`config.mk`:
```
export PLATFORM = sky130hd
export DESIGN_NAME = ssp_framer
export DESIGN_NICKNAME = d
export VERILOG_FILES = /design/src/rtl/ssp_pkg.sv /design/src/rtl/ssp_clkdiv.sv /design/src/rtl/ssp_ctrl.sv /design/src/rtl/ssp_txshift.sv /design/src/rtl/ssp_rxcollect.sv /design/src/rtl/ssp_framer.sv
export SDC_FILE = /design/constraint.sdc
export NUM_CORES = 1
export LEC_CHECK = 0
export ABC_AREA = 1
export BUFFER_PORTS_ARGS = -buffer_cell sky130_fd_sc_hd__buf_2
export CAP_MARGIN = 0
export CELL_PAD_IN_SITES_DETAIL_PLACEMENT = 0
export CELL_PAD_IN_SITES_GLOBAL_PLACEMENT = 1
export CORE_MARGIN = 4
export CORE_UTILIZATION = 30
export DETAILED_ROUTE_END_ITERATION = 12
export PLACE_DENSITY_LB_ADDON = 0.1
export SLEW_MARGIN = 40
export SYNTH_ARGS = -nofsm -noshare
export SYNTH_HDL_FRONTEND = slang
export SYNTH_SLANG_ARGS = --single-unit
```
`constraint.sdc`:
```
create_clock -name clk -period 3.93 [get_ports clk]
set_clock_uncertainty 0.1 [all_clocks]
set_input_delay 0.1965 -clock clk [delete_from_list [all_inputs] [get_ports clk]]
set_output_delay 0.1965 -clock clk [all_outputs]
set_load 0.01 [all_outputs]
```
`src/rtl/ssp_pkg.sv`:
```
package ssp_pkg;

    typedef enum logic [1:0] {
        ST_IDLE  = 2'd0,
        ST_SYNC  = 2'd1,
        ST_SHIFT = 2'd2
    } ssp_state_e;

endpackage

```
`src/rtl/ssp_clkdiv.sv`:
```
module ssp_clkdiv #(
    parameter int DIV_W = 8
) (
    input  logic             clk,
    input  logic             rst_n,
    input  logic [DIV_W-1:0] div_n,
    output logic             sclk,
    output logic             rise,
    output logic             fall
);

    logic [DIV_W-1:0] cnt_q;
    logic             sclk_q;
    logic             tick;

    // Half period ends when the count reaches the divider value.
    assign tick = (cnt_q >= div_n);

    always_ff @(posedge clk or negedge rst_n) begin
        if (!rst_n) begin
            cnt_q  <= '0;
            sclk_q <= 1'b0;
        end else if (tick) begin
            cnt_q  <= '0;
            sclk_q <= ~sclk_q;
        end else begin
            cnt_q  <= cnt_q + 1'b1;
        end
    end

    assign sclk = sclk_q;
    assign rise = tick & ~sclk_q;
    assign fall = tick & sclk_q;

endmodule

```
`src/rtl/ssp_ctrl.sv`:
```
module ssp_ctrl
    import ssp_pkg::*;
#(
    parameter int WORD_W = 16
) (
    input  logic clk,
    input  logic rst_n,
    input  logic en,
    input  logic rise,
    input  logic fall,
    output logic fsync,
    output logic load,
    output logic shift,
    output logic clear,
    output logic sample,
    output logic restart
);

    localparam int BIT_W = $clog2(WORD_W);
    localparam logic [BIT_W-1:0] LAST_BIT = BIT_W'(WORD_W - 1);

    ssp_state_e state_q, state_d;
    logic [BIT_W-1:0] bit_q;
    logic             last;

    assign last = (bit_q == LAST_BIT);

    always_comb begin
        state_d = state_q;
        unique case (state_q)
            ST_IDLE:  if (rise && en)            state_d = ST_SYNC;
            ST_SYNC:  if (rise)                  state_d = ST_SHIFT;
            ST_SHIFT: if (rise && last && !en)   state_d = ST_IDLE;
            default:                             state_d = ST_IDLE;
        endcase
    end

    always_ff @(posedge clk or negedge rst_n) begin
        if (!rst_n) begin
            state_q <= ST_IDLE;
            bit_q   <= '0;
        end else begin
            state_q <= state_d;
            if (state_q != ST_SHIFT)
                bit_q <= '0;
            else if (rise)
                bit_q <= last ? '0 : bit_q + 1'b1;
        end
    end

    always_comb begin
        fsync   = 1'b0;
        load    = 1'b0;
        shift   = 1'b0;
        clear   = 1'b0;
        sample  = 1'b0;
        restart = 1'b0;
        unique case (state_q)
            ST_IDLE: begin
                restart = rise & en;
            end
            ST_SYNC: begin
                fsync = 1'b1;
                load  = rise;
            end
            ST_SHIFT: begin
                load   = rise & last & en;
                shift  = rise & ~last;
                clear  = rise & last & ~en;
                sample = fall;
            end
            default: ;
        endcase
    end

endmodule

```
`src/rtl/ssp_txshift.sv`:
```
module ssp_txshift #(
    parameter int WORD_W = 16
) (
    input  logic              clk,
    input  logic              rst_n,
    input  logic              load,
    input  logic              shift,
    input  logic              clear,
    input  logic [WORD_W-1:0] tx_data,
    output logic              sdout
);

    logic [WORD_W-1:0] sreg_q;

    always_ff @(posedge clk or negedge rst_n) begin
        if (!rst_n)
            sreg_q <= '0;
        else if (load)
            sreg_q <= tx_data;
        else if (shift)
            sreg_q <= {sreg_q[WORD_W-2:0], 1'b0};
        else if (clear)
            sreg_q <= '0;
    end

    assign sdout = sreg_q[WORD_W-1];

endmodule

```
`src/rtl/ssp_rxcollect.sv`:
```
module ssp_rxcollect #(
    parameter int WORD_W = 16,
    parameter int GROUP  = 4
) (
    input  logic              clk,
    input  logic              rst_n,
    input  logic              sample,
    input  logic              restart,
    input  logic              sdin,
    output logic [WORD_W-1:0] rx_word,
    output logic              rx_strobe,
    output logic              rx_flag
);

    localparam int BIT_W = $clog2(WORD_W);
    localparam int GRP_W = (GROUP > 1) ? $clog2(GROUP) : 1;
    localparam logic [BIT_W-1:0] LAST_BIT = BIT_W'(WORD_W - 1);
    localparam logic [GRP_W-1:0] LAST_GRP = GRP_W'(GROUP - 1);

    logic [WORD_W-1:0] rsh_q;
    logic [BIT_W-1:0]  rcnt_q;
    logic [GRP_W-1:0]  gcnt_q;

    always_ff @(posedge clk or negedge rst_n) begin
        if (!rst_n) begin
            rsh_q     <= '0;
            rcnt_q    <= '0;
            gcnt_q    <= '0;
            rx_word   <= '0;
            rx_strobe <= 1'b0;
            rx_flag   <= 1'b0;
        end else begin
            rx_strobe <= 1'b0;
            if (restart) begin
                rcnt_q <= '0;
                gcnt_q <= '0;
            end else if (sample) begin
                rsh_q <= {rsh_q[WORD_W-2:0], sdin};
                if (rcnt_q == LAST_BIT) begin
                    rcnt_q    <= '0;
                    rx_word   <= {rsh_q[WORD_W-2:0], sdin};
                    rx_strobe <= 1'b1;
                    if (gcnt_q == LAST_GRP) begin
                        gcnt_q  <= '0;
                        rx_flag <= ~rx_flag;
                    end else begin
                        gcnt_q  <= gcnt_q + 1'b1;
                    end
                end else begin
                    rcnt_q <= rcnt_q + 1'b1;
                end
            end
        end
    end

endmodule

```
`src/rtl/ssp_framer.sv`:
```
module ssp_framer #(
    parameter int WORD_W = 16,
    parameter int DIV_W  = 8,
    parameter int GROUP  = 4
) (
    input  logic              clk,
    input  logic              rst_n,
    input  logic [DIV_W-1:0]  div_n,
    input  logic              en,
    input  logic [WORD_W-1:0] tx_data,
    output logic              tx_take,
    output logic              sclk,
    output logic              fsync,
    output logic              sdout,
    input  logic              sdin,
    output logic [WORD_W-1:0] rx_word,
    output logic              rx_strobe,
    output logic              rx_flag
);

    logic rise, fall;
    logic load, shift, clear, sample, restart;

    ssp_clkdiv #(.DIV_W(DIV_W)) u_div (
        .clk   (clk),
        .rst_n (rst_n),
        .div_n (div_n),
        .sclk  (sclk),
        .rise  (rise),
        .fall  (fall)
    );

    ssp_ctrl #(.WORD_W(WORD_W)) u_ctrl (
        .clk     (clk),
        .rst_n   (rst_n),
        .en      (en),
        .rise    (rise),
        .fall    (fall),
        .fsync   (fsync),
        .load    (load),
        .shift   (shift),
        .clear   (clear),
        .sample  (sample),
        .restart (restart)
    );

    ssp_txshift #(.WORD_W(WORD_W)) u_tx (
        .clk     (clk),
        .rst_n   (rst_n),
        .load    (load),
        .shift   (shift),
        .clear   (clear),
        .tx_data (tx_data),
        .sdout   (sdout)
    );

    ssp_rxcollect #(.WORD_W(WORD_W), .GROUP(GROUP)) u_rx (
        .clk       (clk),
        .rst_n     (rst_n),
        .sample    (sample),
        .restart   (restart),
        .sdin      (sdin),
        .rx_word   (rx_word),
        .rx_strobe (rx_strobe),
        .rx_flag   (rx_flag)
    );

    assign tx_take = load;

endmodule

```
## Word-level counts from Yosys, hierarchy flattened

Cells that the tools add are included.

| word-level totals | value |
|---|---|
| bits in registers | 70 |
| latch bits | 0 |
| RAM bits | 0 |
| memory bits (read-only) | 0 |
| input bits | 28 |
| output and inout bits | 22 |
| logic and storage cells | 78 |
| memories kept | 0 |

| operators by class | value |
|---|---|
| $add $sub $neg | 4 |
| multipliers | 0 |
| divide/modulo/power cells | 0 |
| magnitude comparators | 1 |
| equal/unequal tests | 9 |
| shifts and indexed selects | 0 |
| muxes and demuxes | 27 |
| bitwise operators | 12 |
| reductions and logical operators | 14 |

Operators with widths:

| kind | count |
|---|---|
| $mux W16 | 3 |
| $mux W4 | 6 |
| $mux W2 | 7 |
| $add A4 B1 Y4 const B | 2 |
| $add A8 B1 Y8 const B | 1 |
| $eq A4 B4 Y1 const B | 2 |
| $ge A8 B8 Y1 | 1 |
| $mux W1 | 8 |
| $mux W8 | 1 |
| $and A1 B1 Y1 | 7 |
| $ne A2 B1 Y1 const B | 3 |
| $pmux W2 S3 | 1 |
| $reduce_and A3 Y1 | 2 |
| $reduce_bool A2 Y1 | 3 |
| $not A1 Y1 | 5 |
| $eq A2 B2 Y1 const B | 2 |
| $reduce_and A2 Y1 | 2 |
| $reduce_and A4 Y1 | 1 |
| $logic_and A1 B1 Y1 | 3 |
| $reduce_bool A3 Y1 | 1 |
| $add A2 B1 Y2 const B | 1 |
| $eq A2 B1 Y1 const B | 1 |
| $logic_not A2 Y1 | 1 |
| $ne A2 B2 Y1 const B | 1 |
| other kinds (2) | 2 |

## Depth between registers and ports, before layout

Gate-level depths: netlist of run 1.

| logic depth | value |
|---|---|
| word-level depth | 8 |
| depth in mapped cells | 16 |

## Hierarchy

Synthesis of run 1 repeated with hierarchy kept, for this count alone.

| unflattened totals | value |
|---|---|
| cell total of the unflattened synthesis | 448 |
| area total of the unflattened synthesis | 3,617.2 sq um |

By module, submodules not included:

| module | instances | cells an instance | area each (sq um) |
|---|---|---|---|
| ssp_rxcollect | 1 | 179 | 1,606.5 |
| ssp_txshift | 1 | 133 | 940.9 |
| ssp_clkdiv | 1 | 80 | 640.6 |
| ssp_ctrl | 1 | 56 | 429.2 |

## Least setup slack after synthesis of run 1

No wires, ideal clock.

| path | value |
|---|---|
| path kind | flip-flop to flip-flop |
| start | register u_div.cnt_q[5] |
| end | register u_tx.sreg_q[15] |
| library setup time | 124 ps |
| arrival time | 1,638 ps |
| required time | 3,706 ps |
| path slack | 2,068 ps |
| cell stages (with the launch flop) | 13 |
| period minus slack after synthesis | 1,862 ps |
| path through | dfrtp_1 -> ha_1 -> a21oi_1 -> nor2_1 -> nor2_2 -> nand3_4 -> nand2_4 -> inv_6 -> nand2_8 -> inv_8 -> buf_12 -> nand2_2 -> nand3_1 |

| on the way | value |
|---|---|
| longest elaborated chain between the ends | 6 |
| elaborated cells on any way between the ends | 12 |

Ends and longest elaborated chain:

| item | RTL line | text |
|---|---|---|
| start: declaration | ssp_clkdiv.sv:12 | `logic [DIV_W-1:0] cnt_q;` |
| start signal: assignment | ssp_clkdiv.sv:27 | `cnt_q <= cnt_q + 1'b1;` |
| $ge A8 B8 Y1 * | ssp_clkdiv.sv:17 | `assign tick = (cnt_q >= div_n);` |
| $and A1 B1 Y1 * | ssp_clkdiv.sv:32 | `assign rise = tick & ~sclk_q;` |
| $and A1 B1 Y1 (2 in a row) | ssp_ctrl.sv:67 | `load = rise & last & en;` |
| $pmux W1 S2 * | ssp_ctrl.sv:58 | `unique case (state_q)` |
| via tx_take | ssp_framer.sv:11 | `output logic tx_take,` |
| $reduce_bool A3 Y1 (no line) or $mux W16 (tied branches) | n/a |  |
| end signal: assignment | ssp_txshift.sv:19 | `sreg_q <= tx_data;` |
| end signal: assignment | ssp_txshift.sv:21 | `sreg_q <= {sreg_q[WORD_W-2:0], 1'b0};` |
| end: declaration | ssp_txshift.sv:13 | `logic [WORD_W-1:0] sreg_q;` |

Mark *: on every way through the listed nets, which the timed path passes. The rest lies on a longest branch.
A chain may end at the register's enable or synchronous reset.

## Final worst setup path of run 1

| path | value |
|---|---|
| start | register u_div.cnt_q[7] |
| end | output port tx_take |

| on the way | value |
|---|---|
| longest elaborated chain between the ends | 5 |

Ends and longest elaborated chain:

| item | RTL line |
|---|---|
| $ge A8 B8 Y1 * | ssp_clkdiv.sv:17 |
| $and A1 B1 Y1 * | ssp_clkdiv.sv:32 |
| $and A1 B1 Y1 (2 in a row) | ssp_ctrl.sv:67 |
| $pmux W1 S2 * | ssp_ctrl.sv:58 |
| end: declaration | ssp_framer.sv:11 |

Mark *: on every way between the ends. The rest lies on a longest branch, timed or not.

==> results of run 1 <==
tightest hold or removal path: cells and delay by family:
kind,cells,cell delay [ns]
AND/OR/NAND/NOR,2,0.12
buffers and inverters,1,0.09
per-stage QoR:
step           hold slack (ns)   util  area [sq um]  power (mW)
6_report                0.0224  0.375          4300        2.32
5_1_grt                 0.0209  0.375          4300        2.48
4_1_cts                 0.0128  0.375          4300        2.36
3_5_place_dp             0.169  0.332          3810        1.41
3_3_place_gp             0.307  0.332          3800        1.40
2_1_floorplan           -0.199      -          3530        1.28
registers in the layout, summed over array words and instances (netlist names), 2 cells and up:
register	count
u_tx.sreg_q	16
u_ctrl.state_q	2
u_rx.gcnt_q	2
u_rx.rsh_q	15
u_div.cnt_q	8
u_ctrl.bit_q	4
u_rx.rcnt_q	4
u_rx.rx_word	16
kinds of logic after synthesis:
kind of cell,after synthesis
buffers and inverters,58
XOR/XNOR,6
flip-flops,70
AO/OA/AOI/OAI,43
AND/OR/NAND/NOR,180
adder cells (fa/ha/maj),16
timing repair:
| action | CTS | global route |
|---|---|---|
| hold buffers | 16 | 0 |
| endpoints found under the setup margin | 0 | 0 |
| gates resized for setup | 0 | 0 |
| endpoints found under the hold margin | 85 | 0 |
metal layers:
| metal | track usage | up-vias |
|---|---|---|
| li1 | - | 1341 |
| met1 | 0.165 | 1222 |
| met2 | 0.163 | 49 |
| met3 | 0.0269 | 7 |
| met4 | 0.0441 | 0 |
| met5 | 0 | - |
cell usage after synthesis, types with 3 or more instances:
master / number / area share
xor2_1: 4 / 0.0099
a21oi_1: 6 / 0.0085
inv_1: 39 / 0.041
buf_2: 3 / 0.0042
o21ai_2: 15 / 0.037
nor2_1: 10 / 0.011
ha_1: 16 / 0.057
nor3_1: 3 / 0.0042
nand2_1: 73 / 0.078
o21ai_0: 17 / 0.024
dfrtp_1: 70 / 0.50
nand3_1: 67 / 0.095
nand2_2: 9 / 0.016
buf_6: 10 / 0.032
area by class of cell:
| cell class | count | area [sq um] |
|---|---|---|
| fill | 1173 | 7160 |
| sequential | 70 | 1750 |
| multi-input combinational | 245 | 1450 |
| timing repair buffer | 65 | 412 |
| clock buffer | 9 | 225 |
| tap | 143 | 179 |
| inverter | 43 | 176 |
| clock inverter | 6 | 111 |
worst max-delay path by stage:
stage | startpoint | endpoint | slack [ns] | cells after the start
6_report | u_div.cnt_q[7] | tx_take | 1.33 | 10
5_1_grt | u_div.cnt_q[7] | tx_take | 1.14 | 10
4_1_cts | u_div.cnt_q[6] | tx_take | 1.29 | 10
3_5_place_dp | u_div.cnt_q[5] | u_rx.rcnt_q[0] | 1.49 | 10
3_3_place_gp | u_div.cnt_q[7] | u_rx.rcnt_q[0] | 1.52 | 9
2_1_floorplan | u_div.cnt_q[5] | u_tx.sreg_q[15] | 2.07 | 12
power breakdown:
group	leakage [nW]	switching (mW)	internal, mW
clock	0.161	0.306	0.616
sequential	0.954	0.0836	0.838
combinational	1.07	0.281	0.195
==> qor.txt, run 1 <==
diode count -> 0
total placed cells including tap cells -> 550
Synth Area in XOR/XNOR -> 0.0149
antenna-violating nets left -> 0
TritonCTS clock tree -> built
wire length of the first global-routing pass -> 12.2 mm
first-pass detailed-route iteration total -> 4
path type of the worst setup path -> reg2out
maximum vdd ir drop -> 166 uV
Synth Cell Area -> 3530 sq um
commonest non-fill, non-tap cells in the layout -> nand2_1, dfrtp_1, nand3_1
clock root buffer -> clkbuf_16
TritonCTS Buffers -> 9
path category of the worst min-delay check -> in2reg
start of the worst register-to-register path -> u_div.cnt_q[5]
Worst Reg-to-Reg Cells -> 10
asr flop ratio synth -> 1.00
maximum single-stage delay on the critical path -> 0.40 ns
minimum setup slack among reg-to-reg paths -> 1.51 ns
topmost layer with routed signal wires -> met4
prevailing post-synth register cell -> dfrtp_1
register clock-pin slew on the reported worst setup and hold paths -> 0.06 ns
Final Worst Setup Slack -> 1.33 ns
pin slew with the least headroom to its limit -> 0.661 ns
worst endpoint data arrival time -> 2.31 ns
Adder-Cell Fraction of Synth Area -> 0.0567
RePlAce Congestion -> 0.721
synthesized-area fraction occupied by ao, oa, aoi and oai cells -> 0.0804
headroom to the max-slew limit -> 0.559
Highest Clock Rate -> 384 MHz
most frequent standard cell in the layout excluding fill and tap cells -> nand2_1
setup TNS after final layout -> 0 ns
final setup violating endpoints -> 0
Hold Vio Cnt, Final -> 0
count of synthesis-stage warnings from yosys -> 0
amount of wire on met3 after detailed routing -> 285 microns
M1 WL -> 3.66 mm
Setup Buffers After CTS -> 0
largest fanout on the critical path -> 32
instance count of the mapped netlist -> 373
critical hold path startpoint -> tx_data[8]
Port Buffers -> 49
pin count of the biggest net entering global routing -> 71
share of synthesized area spent on multiplexers -> 0
nets -> 478
largest family of logic cells by synthesized area -> simple AND/OR/NAND/NOR gates
worst flop-to-flop path endpoint -> u_rx.rcnt_q[0]
run status -> finished, final reports clean
Simple-Gate Fraction of Synth Area -> 0.258
total power divided by cell area -> 539 nW/um^2
post-layout minimum cycle time -> 2.60 ns
ports placed on the boundary -> 50
worst hold stages -> 3
Avg WL per Cell -> 12.2 microns
endpoint of the worst hold-timing path -> u_tx.sreg_q[8]
sequential-to-total area share from yosys stat -> 0.496
crit share post-route -> 0.663
Core Region -> 11500 sq um
number of buffers between clock root and the deepest sink -> 2
Avg Cell Area, Syn -> 9.47 sq um
Post-route DRC -> 0
Max-Cap Viols -> 0
Cell Chain, Critical Path -> ha_1 -> nand2_2 -> nor2_4 -> nand4_2 -> nand3_4 -> nand2_4 -> inv_6 -> nand2_8 -> inv_8 -> buf_2
type of origin of the critical path -> flop
H-tree level count -> 3
Placement Rows -> 39
met2 routed WL -> 3.04 mm
cell with the largest stage delay on the worst path -> dfrtp_1
CP bufs+invs -> 3
final WL -> 7.06 mm
family with the most delay on the worst path -> simple AND/OR/NAND/NOR gates
DPL Wire Length -> 4.55 mm
RSZ-0062 raised after global routing -> no
number of clock sinks -> 70
area of the die -> 13600 sq um
Final Max Slew Viols -> 0
Finished Layout Cells -> 581
worst-skew pair later-pin latency -> 0.33 ns
first-iteration detailed-routing DRC count -> 143
starting density of the core -> 0.308
number of distinct library cells after synthesis -> 37
detail-routed via count per cell -> 4.51
Data required, critical path -> 3.63 ns
Remaining Overflow, GRT -> 0
via count of the first global-routing pass -> 2534
count of flip-flops with a built-in enable after synthesis -> 0
Tot GR Track Use -> 0.114
number of antenna violations at the first check in global routing -> 0
ratio of cells with drive above 1 in the final layout -> 0.240
height of the die -> 117 microns
post-synthesis sequential element count -> 70
pre-CTS worst setup slack -> 1.49 ns
type of destination of the critical path -> primary output
total nets after synthesis -> 417
static leakage power -> 2.19 nW
area added between synthesis and finish -> 21.9%
Chip Width -> 117 microns
via count -> 2619
Power figures use the tool's default switching activity.
==> run 2: changes to the inputs <==
--- a/config.mk
+++ b/config.mk
@@ -5,7 +5,7 @@
 export SDC_FILE = /design/constraint.sdc
 export NUM_CORES = 1
 export LEC_CHECK = 0
-export ABC_AREA = 1
+export ABC_AREA = 0
 export BUFFER_PORTS_ARGS = -buffer_cell sky130_fd_sc_hd__buf_2
 export CAP_MARGIN = 0
 export CELL_PAD_IN_SITES_DETAIL_PLACEMENT = 0
==> constraint.sdc (replaced) <==
create_clock -name clk -period 2.26 [get_ports clk]
set_clock_uncertainty 0.1 [all_clocks]
set_input_delay 0.113 -clock clk [delete_from_list [all_inputs] [get_ports clk]]
set_output_delay 0.113 -clock clk [all_outputs]
set_load 0.01 [all_outputs]
==> run 2 against run 1 <==
  * The run now ends with negative setup slack left
  * Final cell count decreased by 7.2%
  * Critical path depth decreased by 2
  * Setup slack got worse by 1.4 ns
  * First-iteration DRC count decreased by 35%
  * Cell area increased by 10%
  * Die area decreased by 4.1%
  * Register-to-register slack got worse by 1.6 ns
  * Sequential share of layout area decreased by 3.8 points
  * Sequential power increased by 86%
  * Largest cell class unchanged
==> qor.txt, run 2 <==
worst flop-to-flop path endpoint -> u_tx.sreg_q[14] (was u_rx.rcnt_q[0])
critical hold path startpoint -> en (was tx_data[8])
nets -> 438 (was 478)
area of the die -> 13000 sq um (was 13600 sq um)
pin slew with the least headroom to its limit -> 0.479 ns (was 0.661 ns)
total power divided by cell area -> 967 nW/um^2 (was 539 nW/um^2)
type of destination of the critical path -> flop (was primary output)
Post-route DRC -> 0 (unchanged)
area added between synthesis and finish -> 40.8% (was 21.9%)
sequential cell area in the final layout -> 1750 sq um (unchanged)
Avg WL per Cell -> 14.5 microns (was 12.2 microns)
TritonCTS clock tree -> built (unchanged)
worst-case hold slack -> 0.168 ns (was 0.0224 ns)
antenna-violating nets left -> 0 (unchanged)
Finished Layout Cells -> 539 (was 581)
biggest registers after layout -> u_rx.rx_word x16, u_tx.sreg_q x16, u_rx.rsh_q x15 (unchanged)
start of the worst register-to-register path -> u_div.cnt_q[6] (was u_div.cnt_q[5])
count of flip-flops with a built-in enable after synthesis -> 0 (unchanged)
Tot GR Track Use -> 0.124 (was 0.114)
Filler cells -> 1074 (was 1173)
register clock-pin slew on the reported worst setup and hold paths -> 0.06 ns (about the same)
path category of the worst min-delay check -> in2reg (unchanged)
maximum vdd ir drop -> 367 uV (was 166 uV)
top-count cell post-synth -> dfrtp_1 (was nand2_1)
number of antenna violations at the first check in global routing -> 0 (unchanged)
Final Max Slew Viols -> 0 (unchanged)
via count of the first global-routing pass -> 2560 (was 2534)
Placement Rows -> 38 (was 39)
worst endpoint data arrival time -> 2.44 ns (was 2.31 ns)
Remaining Overflow, GRT -> 0 (unchanged)
instance count of the mapped netlist -> 284 (was 373)
Data required, critical path -> 2.37 ns (was 3.63 ns)
worst-skew pair later-pin latency -> 0.32 ns (was 0.33 ns)
post-layout minimum cycle time -> 2.33 ns
top post-synthesis cells by count -> dfrtp_1, mux2_2, inv_1 (was nand2_1, dfrtp_1, nand3_1)
run status -> finished with violations (was finished, final reports clean)
largest cells by area after synthesis -> dfrtp_1, mux2_2, ha_1, a221o_1, inv_1 (was dfrtp_1, nand3_1, nand2_1, ha_1, inv_1)
count of synthesis-stage warnings from yosys -> 0 (unchanged)
Hold Vio Cnt, Final -> 0 (unchanged)
RSZ-0062 raised after global routing -> yes (was no)
first-iteration detailed-routing DRC count -> 93 (was 143)
DPL Wire Length -> 4.79 mm (was 4.55 mm)
Max-Cap Viols -> 0 (unchanged)
number of distinct library cells after synthesis -> 42 (was 37)
path type of the worst setup path -> reg2reg (was reg2out)
static leakage power -> 2.30 nW (was 2.19 nW)
total nets after synthesis -> 328 (was 417)
largest fanout on the critical path -> 8 (was 32)
Port Buffers -> 49 (unchanged)
Avg Cell Area, Syn -> 11.9 sq um (was 9.47 sq um)
multi-input gate area in the final layout -> 1600 sq um (was 1450 sq um)
starting density of the core -> 0.309 (was 0.308)
final setup violating endpoints -> 34 (was 0)
Final Worst Setup Slack -> -0.0698 ns (was 1.33 ns)
Synth Cell Area -> 3380 sq um (was 3530 sq um)
worst hold stages -> 4 (was 3)
ports placed on the boundary -> 50 (unchanged)
TritonCTS Buffers -> 9 (unchanged)
diode count -> 0 (unchanged)
prevailing post-synth register cell -> dfrtp_1 (unchanged)
number of buffers between clock root and the deepest sink -> 2 (unchanged)
Layout Utilization -> 0.435 (was 0.375)
asr flop ratio synth -> 1.00 (unchanged)
minimum setup slack among reg-to-reg paths -> -0.07 ns (was 1.51 ns)
crit share post-route -> 1.03
number of clock sinks -> 70 (unchanged)
Core Region -> 10900 sq um (was 11500 sq um)
detail-routed via count per cell -> 4.69 (was 4.51)
pin count of the biggest net entering global routing -> 71 (unchanged)
first-pass detailed-route iteration total -> 4 (unchanged)
dominant cell type by area after synthesis -> dfrtp_1 (unchanged)
violated checks -> negative setup slack
height of the die -> 114 microns (was 117 microns)
RePlAce Congestion -> 0.689 (was 0.721)
H-tree level count -> 3 (unchanged)
portion of synthesized cell area occupied by the leading cell type -> 0.519 (was 0.496)
post-synthesis sequential element count -> 70 (unchanged)
headroom to the max-slew limit -> 0.677 (was 0.559)
pre-CTS worst setup slack -> -0.135 ns (was 1.49 ns)
Chip Width -> 114 microns (was 117 microns)
wire length of the first global-routing pass -> 12.8 mm (was 12.2 mm)
Highest Clock Rate -> 429 MHz
clock root buffer -> clkbuf_16 (unchanged)
sequential-to-total area share from yosys stat -> 0.519 (was 0.496)
commonest non-fill, non-tap cells in the layout -> dfrtp_1, buf_2, buf_4 (was nand2_1, dfrtp_1, nand3_1)
total placed cells including tap cells -> 486 (was 550)
via count -> 2530 (was 2619)
final WL -> 7.84 mm (was 7.06 mm)
type of origin of the critical path -> flop (unchanged)
Worst Reg-to-Reg Cells -> 8 (was 10)
setup TNS after final layout -> -1.76 ns (was 0 ns)
endpoint of the worst hold-timing path -> u_rx.gcnt_q[0] (was u_tx.sreg_q[8])
ratio of cells with drive above 1 in the final layout -> 0.411 (was 0.240)
most frequent standard cell in the layout excluding fill and tap cells -> dfrtp_1 (was nand2_1)
==> run 2: timing repair <==
action | 4_1_cts | 5_1_grt
hold buffers | 18 | 0
endpoints found under the hold margin | 88 | 0
pin swaps | 11 | 6
cloned | 2 | 1
buffers inserted | 14 | 3
gates resized for setup | 11 | 32
setup endpoints to repair | 53 | 61
==> run 2: through the flow <==
stage          power, mW  area [sq um]
3_5_place_dp        3.06          3940
2_1_floorplan       2.63          3390
3_3_place_gp        3.04          3940
4_1_cts             4.57          4580
5_1_grt             4.92          4750
6_report            4.60          4750
==> run 2: layout make-up <==
cell class / count / share of cell area
inverter: 28 / 0.0221
timing repair buffer: 109 / 0.179
clock buffer: 9 / 0.0474
tap: 140 / 0.0369
clock inverter: 7 / 0.0103
sequential: 70 / 0.369
multi-input combinational: 176 / 0.336
==> run 2: how the worst max path moves through the flow <==
stage               cells after the start  slack (ns)           start              end
global placement                        7        -0.1  u_div.cnt_q[7]   u_tx.sreg_q[6]
detailed placement                      7       -0.13  u_div.cnt_q[6]  u_tx.sreg_q[10]
finish                                  8       -0.07  u_div.cnt_q[6]  u_tx.sreg_q[14]
global route                            8       -0.14  u_div.cnt_q[6]  u_tx.sreg_q[12]
CTS                                     8       -0.08  u_div.cnt_q[0]  u_tx.sreg_q[14]
floorplan                               8       -0.01  u_div.cnt_q[6]  u_tx.sreg_q[10]
==> run 2: cell families (layout without fill, tap and decap cells) <==
group / count (synthesis) / count (layout) / share of synthesized area
buffers and inverters: 39 / 153 / 0.0582
XOR/XNOR: 8 / 8 / 0.0208
AO/OA/AOI/OAI: 50 / 51 / 0.121
adder cells (fa/ha/maj): 16 / 16 / 0.0593
multiplexers: 34 / 34 / 0.113
AND/OR/NAND/NOR: 67 / 67 / 0.109
flip-flops: 70 / 70 / 0.519
==> run 2: critical path: stages, from the launching register on <==
cell      delay, ns
dfrtp_1        0.41
ha_4           0.27
nand4_1        0.12
nand2b_1       0.16
o32a_1         0.35
buf_6          0.16
buf_8          0.12
a21o_4         0.22
a221o_1        0.30
==> run 2: layer usage <==
metal | part of all wire | track usage
met1 | 0.50 | 0.173
met2 | 0.46 | 0.192
met3 | 0.032 | 0.0333
met4 | 0.010 | 0.0333
met5 | 0 | 0
==> run 2: where the power goes <==
part | internal, mW | switching (mW) | leakage, nW | total [mW]
Clock | 0.745 | 0.568 | 0.136 | 1.31
Combinational | 0.833 | 0.744 | 1.21 | 1.58
Sequential | 1.53 | 0.178 | 0.955 | 1.71
==> run 3: changes to the inputs <==
--- a/config.mk
+++ b/config.mk
@@ -10,6 +10,7 @@
 export CAP_MARGIN = 0
 export CELL_PAD_IN_SITES_DETAIL_PLACEMENT = 0
 export CELL_PAD_IN_SITES_GLOBAL_PLACEMENT = 1
+export CORE_ASPECT_RATIO = 0.9
 export CORE_MARGIN = 4
 export CORE_UTILIZATION = 30
 export DETAILED_ROUTE_END_ITERATION = 12
==> run 3 against run 2 <==
  * Combinational power fell by 8%
  * Worst hold slack improved by 0.023 ns
  * Critical path type is now reg2out
  * The flow still finishes with violations (negative setup slack)
  * Power fell by 2.7%
  * Fmax fell by 2.1%
  * Die area barely moved
  * Global-route usage fell by 0.25 points
  * Sequential power barely moved
==> qor.txt, run 3 (synthesis results as in run 2) <==
final setup violating endpoints -> 52 (was 34)
maximum vdd ir drop -> 519 uV (was 367 uV)
first-pass detailed-route iteration total -> 4 (unchanged)
height of the die -> 109 microns (was 114 microns)
Remaining Overflow, GRT -> 0 (unchanged)
TritonCTS Buffers -> 9 (unchanged)
worst-case hold slack -> 0.192 ns (was 0.168 ns)
Final Worst Setup Slack -> -0.120 ns (was -0.0698 ns)
Layout Utilization -> 0.422 (was 0.435)
largest fanout on the critical path -> 6 (was 8)
static leakage power -> 2.21 nW (was 2.30 nW)
worst endpoint data arrival time -> 2.17 ns (was 2.44 ns)
Port Buffers -> 49 (unchanged)
starting density of the core -> 0.310 (was 0.309)
most frequent standard cell in the layout excluding fill and tap cells -> dfrtp_1 (unchanged)
clock root buffer -> clkbuf_16 (unchanged)
setup TNS after final layout -> -3.58 ns (was -1.76 ns)
pin count of the biggest net entering global routing -> 71 (unchanged)
number of antenna violations at the first check in global routing -> 0 (unchanged)
area of the die -> 13000 sq um (about the same)
first-iteration detailed-routing DRC count -> 95 (was 93)
biggest registers after layout -> u_rx.rx_word x16, u_tx.sreg_q x16, u_rx.rsh_q x15 (unchanged)
nets -> 432 (was 438)
ports placed on the boundary -> 50 (unchanged)
path category of the worst min-delay check -> in2reg (unchanged)
H-tree level count -> 3 (unchanged)
total power -> 4.47 mW (was 4.60 mW)
number of buffers between clock root and the deepest sink -> 2 (unchanged)
number of clock sinks -> 70 (unchanged)
Hold Vio Cnt, Final -> 0 (unchanged)
Finished Layout Cells -> 545 (was 539)
Filler cells -> 1091 (was 1074)
Max-Cap Viols -> 0 (unchanged)
violated checks -> negative setup slack (unchanged)
Final Max Slew Viols -> 0 (unchanged)
post-layout minimum cycle time -> 2.38 ns (was 2.33 ns)
ratio of cells with drive above 1 in the final layout -> 0.369 (was 0.411)
crit share post-route -> 1.05 (was 1.03)
final WL -> 7.48 mm (was 7.84 mm)
Tot GR Track Use -> 0.122 (was 0.124)
DPL Wire Length -> 4.71 mm (was 4.79 mm)
Post-route DRC -> 0 (unchanged)
run status -> finished with violations (unchanged)
Data required, critical path -> 2.05 ns (was 2.37 ns)
total power divided by cell area -> 973 nW/um^2 (was 967 nW/um^2)
Placement Rows -> 36 (was 38)
via count -> 2459 (was 2530)
register clock-pin slew on the reported worst setup and hold paths -> 0.06 ns (about the same)
headroom to the max-slew limit -> 0.669 (was 0.677)
pin slew with the least headroom to its limit -> 0.491 ns (was 0.479 ns)
RePlAce Congestion -> 0.700 (was 0.689)
commonest non-fill, non-tap cells in the layout -> dfrtp_1, buf_2, mux2_2 (was dfrtp_1, buf_2, buf_4)
wire length of the first global-routing pass -> 12.5 mm (was 12.8 mm)
Core Region -> 10900 sq um (about the same)
total placed cells including tap cells -> 498 (was 486)
type of destination of the critical path -> primary output (was flop)
Chip Width -> 120 microns (was 114 microns)
type of origin of the critical path -> flop (unchanged)
RSZ-0062 raised after global routing -> yes (unchanged)
TritonCTS clock tree -> built (unchanged)
detail-routed via count per cell -> 4.51 (was 4.69)
area added between synthesis and finish -> 36.2% (was 40.8%)
via count of the first global-routing pass -> 2504 (was 2560)
diode count -> 0 (unchanged)
path type of the worst setup path -> reg2out (was reg2reg)
worst-skew pair later-pin latency -> 0.33 ns (was 0.32 ns)
Avg WL per Cell -> 13.7 microns (was 14.5 microns)
Highest Clock Rate -> 420 MHz (was 429 MHz)
antenna-violating nets left -> 0 (unchanged)
run 3: changes by cell type in the layout (fill, tap and decap cells not counted), moves of 3 or more:
cell     previous run  this run
a21oi_2             4         0
mux2_4             16         0
buf_12              4         7
mux2_2             16        32
buf_4              31        27
a21oi_1             3         7
run 3: layout make-up:
class,instances,area (sq um),share of cell area
Tap cell,152,190,0.0414
Inverter,28,105,0.0229
Sequential cell,70,1750,0.381
Clock inverter,5,35.0,0.00762
Multi-Input combinational cell,176,1480,0.322
Timing Repair Buffer,103,791,0.172
Clock buffer,11,243,0.0528
run 3: path summary, 6_finish.rpt:
kind | start | endpoint | slack, ns | cells after the start
max reg2reg | u_div.cnt_q[4] | u_rx.rx_word[3] | -0.11 | 8
max in group asynchronous | rst_n | u_rx.gcnt_q[0] | 1.48 | 3
max | u_div.cnt_q[4] | tx_take | -0.12 | 7
min | en | u_rx.gcnt_q[0] | 0.19 | 4
min in group asynchronous | rst_n | u_div.cnt_q[1] | 0.25 | 3
min reg2reg | u_rx.rx_flag | u_rx.rx_flag | 0.38 | 1
run 3: worst max-delay path, cell delays in order (launching register included):
cell      delay, ns
dfrtp_1        0.39
ha_1           0.28
nand4_1        0.13
nand2b_4       0.16
o32a_1         0.39
nor3b_4        0.23
buf_12         0.15
buf_6          0.10
run 3: repair_timing:
action | CTS | global route
endpoints found under the hold margin | 88 | 0
gates cloned | 1 | 1
pin swaps | 18 | 7
setup endpoints to repair | 54 | 60
resized for setup | 6 | 4
hold buffers | 18 | 0
buffers inserted | 10 | 1
run 3: per-layer routing:
| metal | wire length, microns | global-route usage | up-vias |
|---|---|---|---|
| li1 | - | - | 1229 |
| met5 | 0 | 0 | - |
| met4 | 84 | 0.0319 | 0 |
| met1 | 3790 | 0.168 | 1180 |
| met2 | 3290 | 0.179 | 43 |
| met3 | 315 | 0.0467 | 7 |
run 3: power breakdown:
part | switching [mW] | internal, mW
Sequential | 0.170 | 1.53
Combinational | 0.716 | 0.745
Clock | 0.541 | 0.772
Total | 1.43 | 3.05
run 3: metrics by stage:
step	area, sq um	worst slack, ns
6_report	4600	-0.120
3_5_place_dp	3980	-0.0828
4_1_cts	4560	-0.156
5_1_grt	4600	-0.264
2_1_floorplan	3390	-0.0103
3_3_place_gp	3980	-0.0580
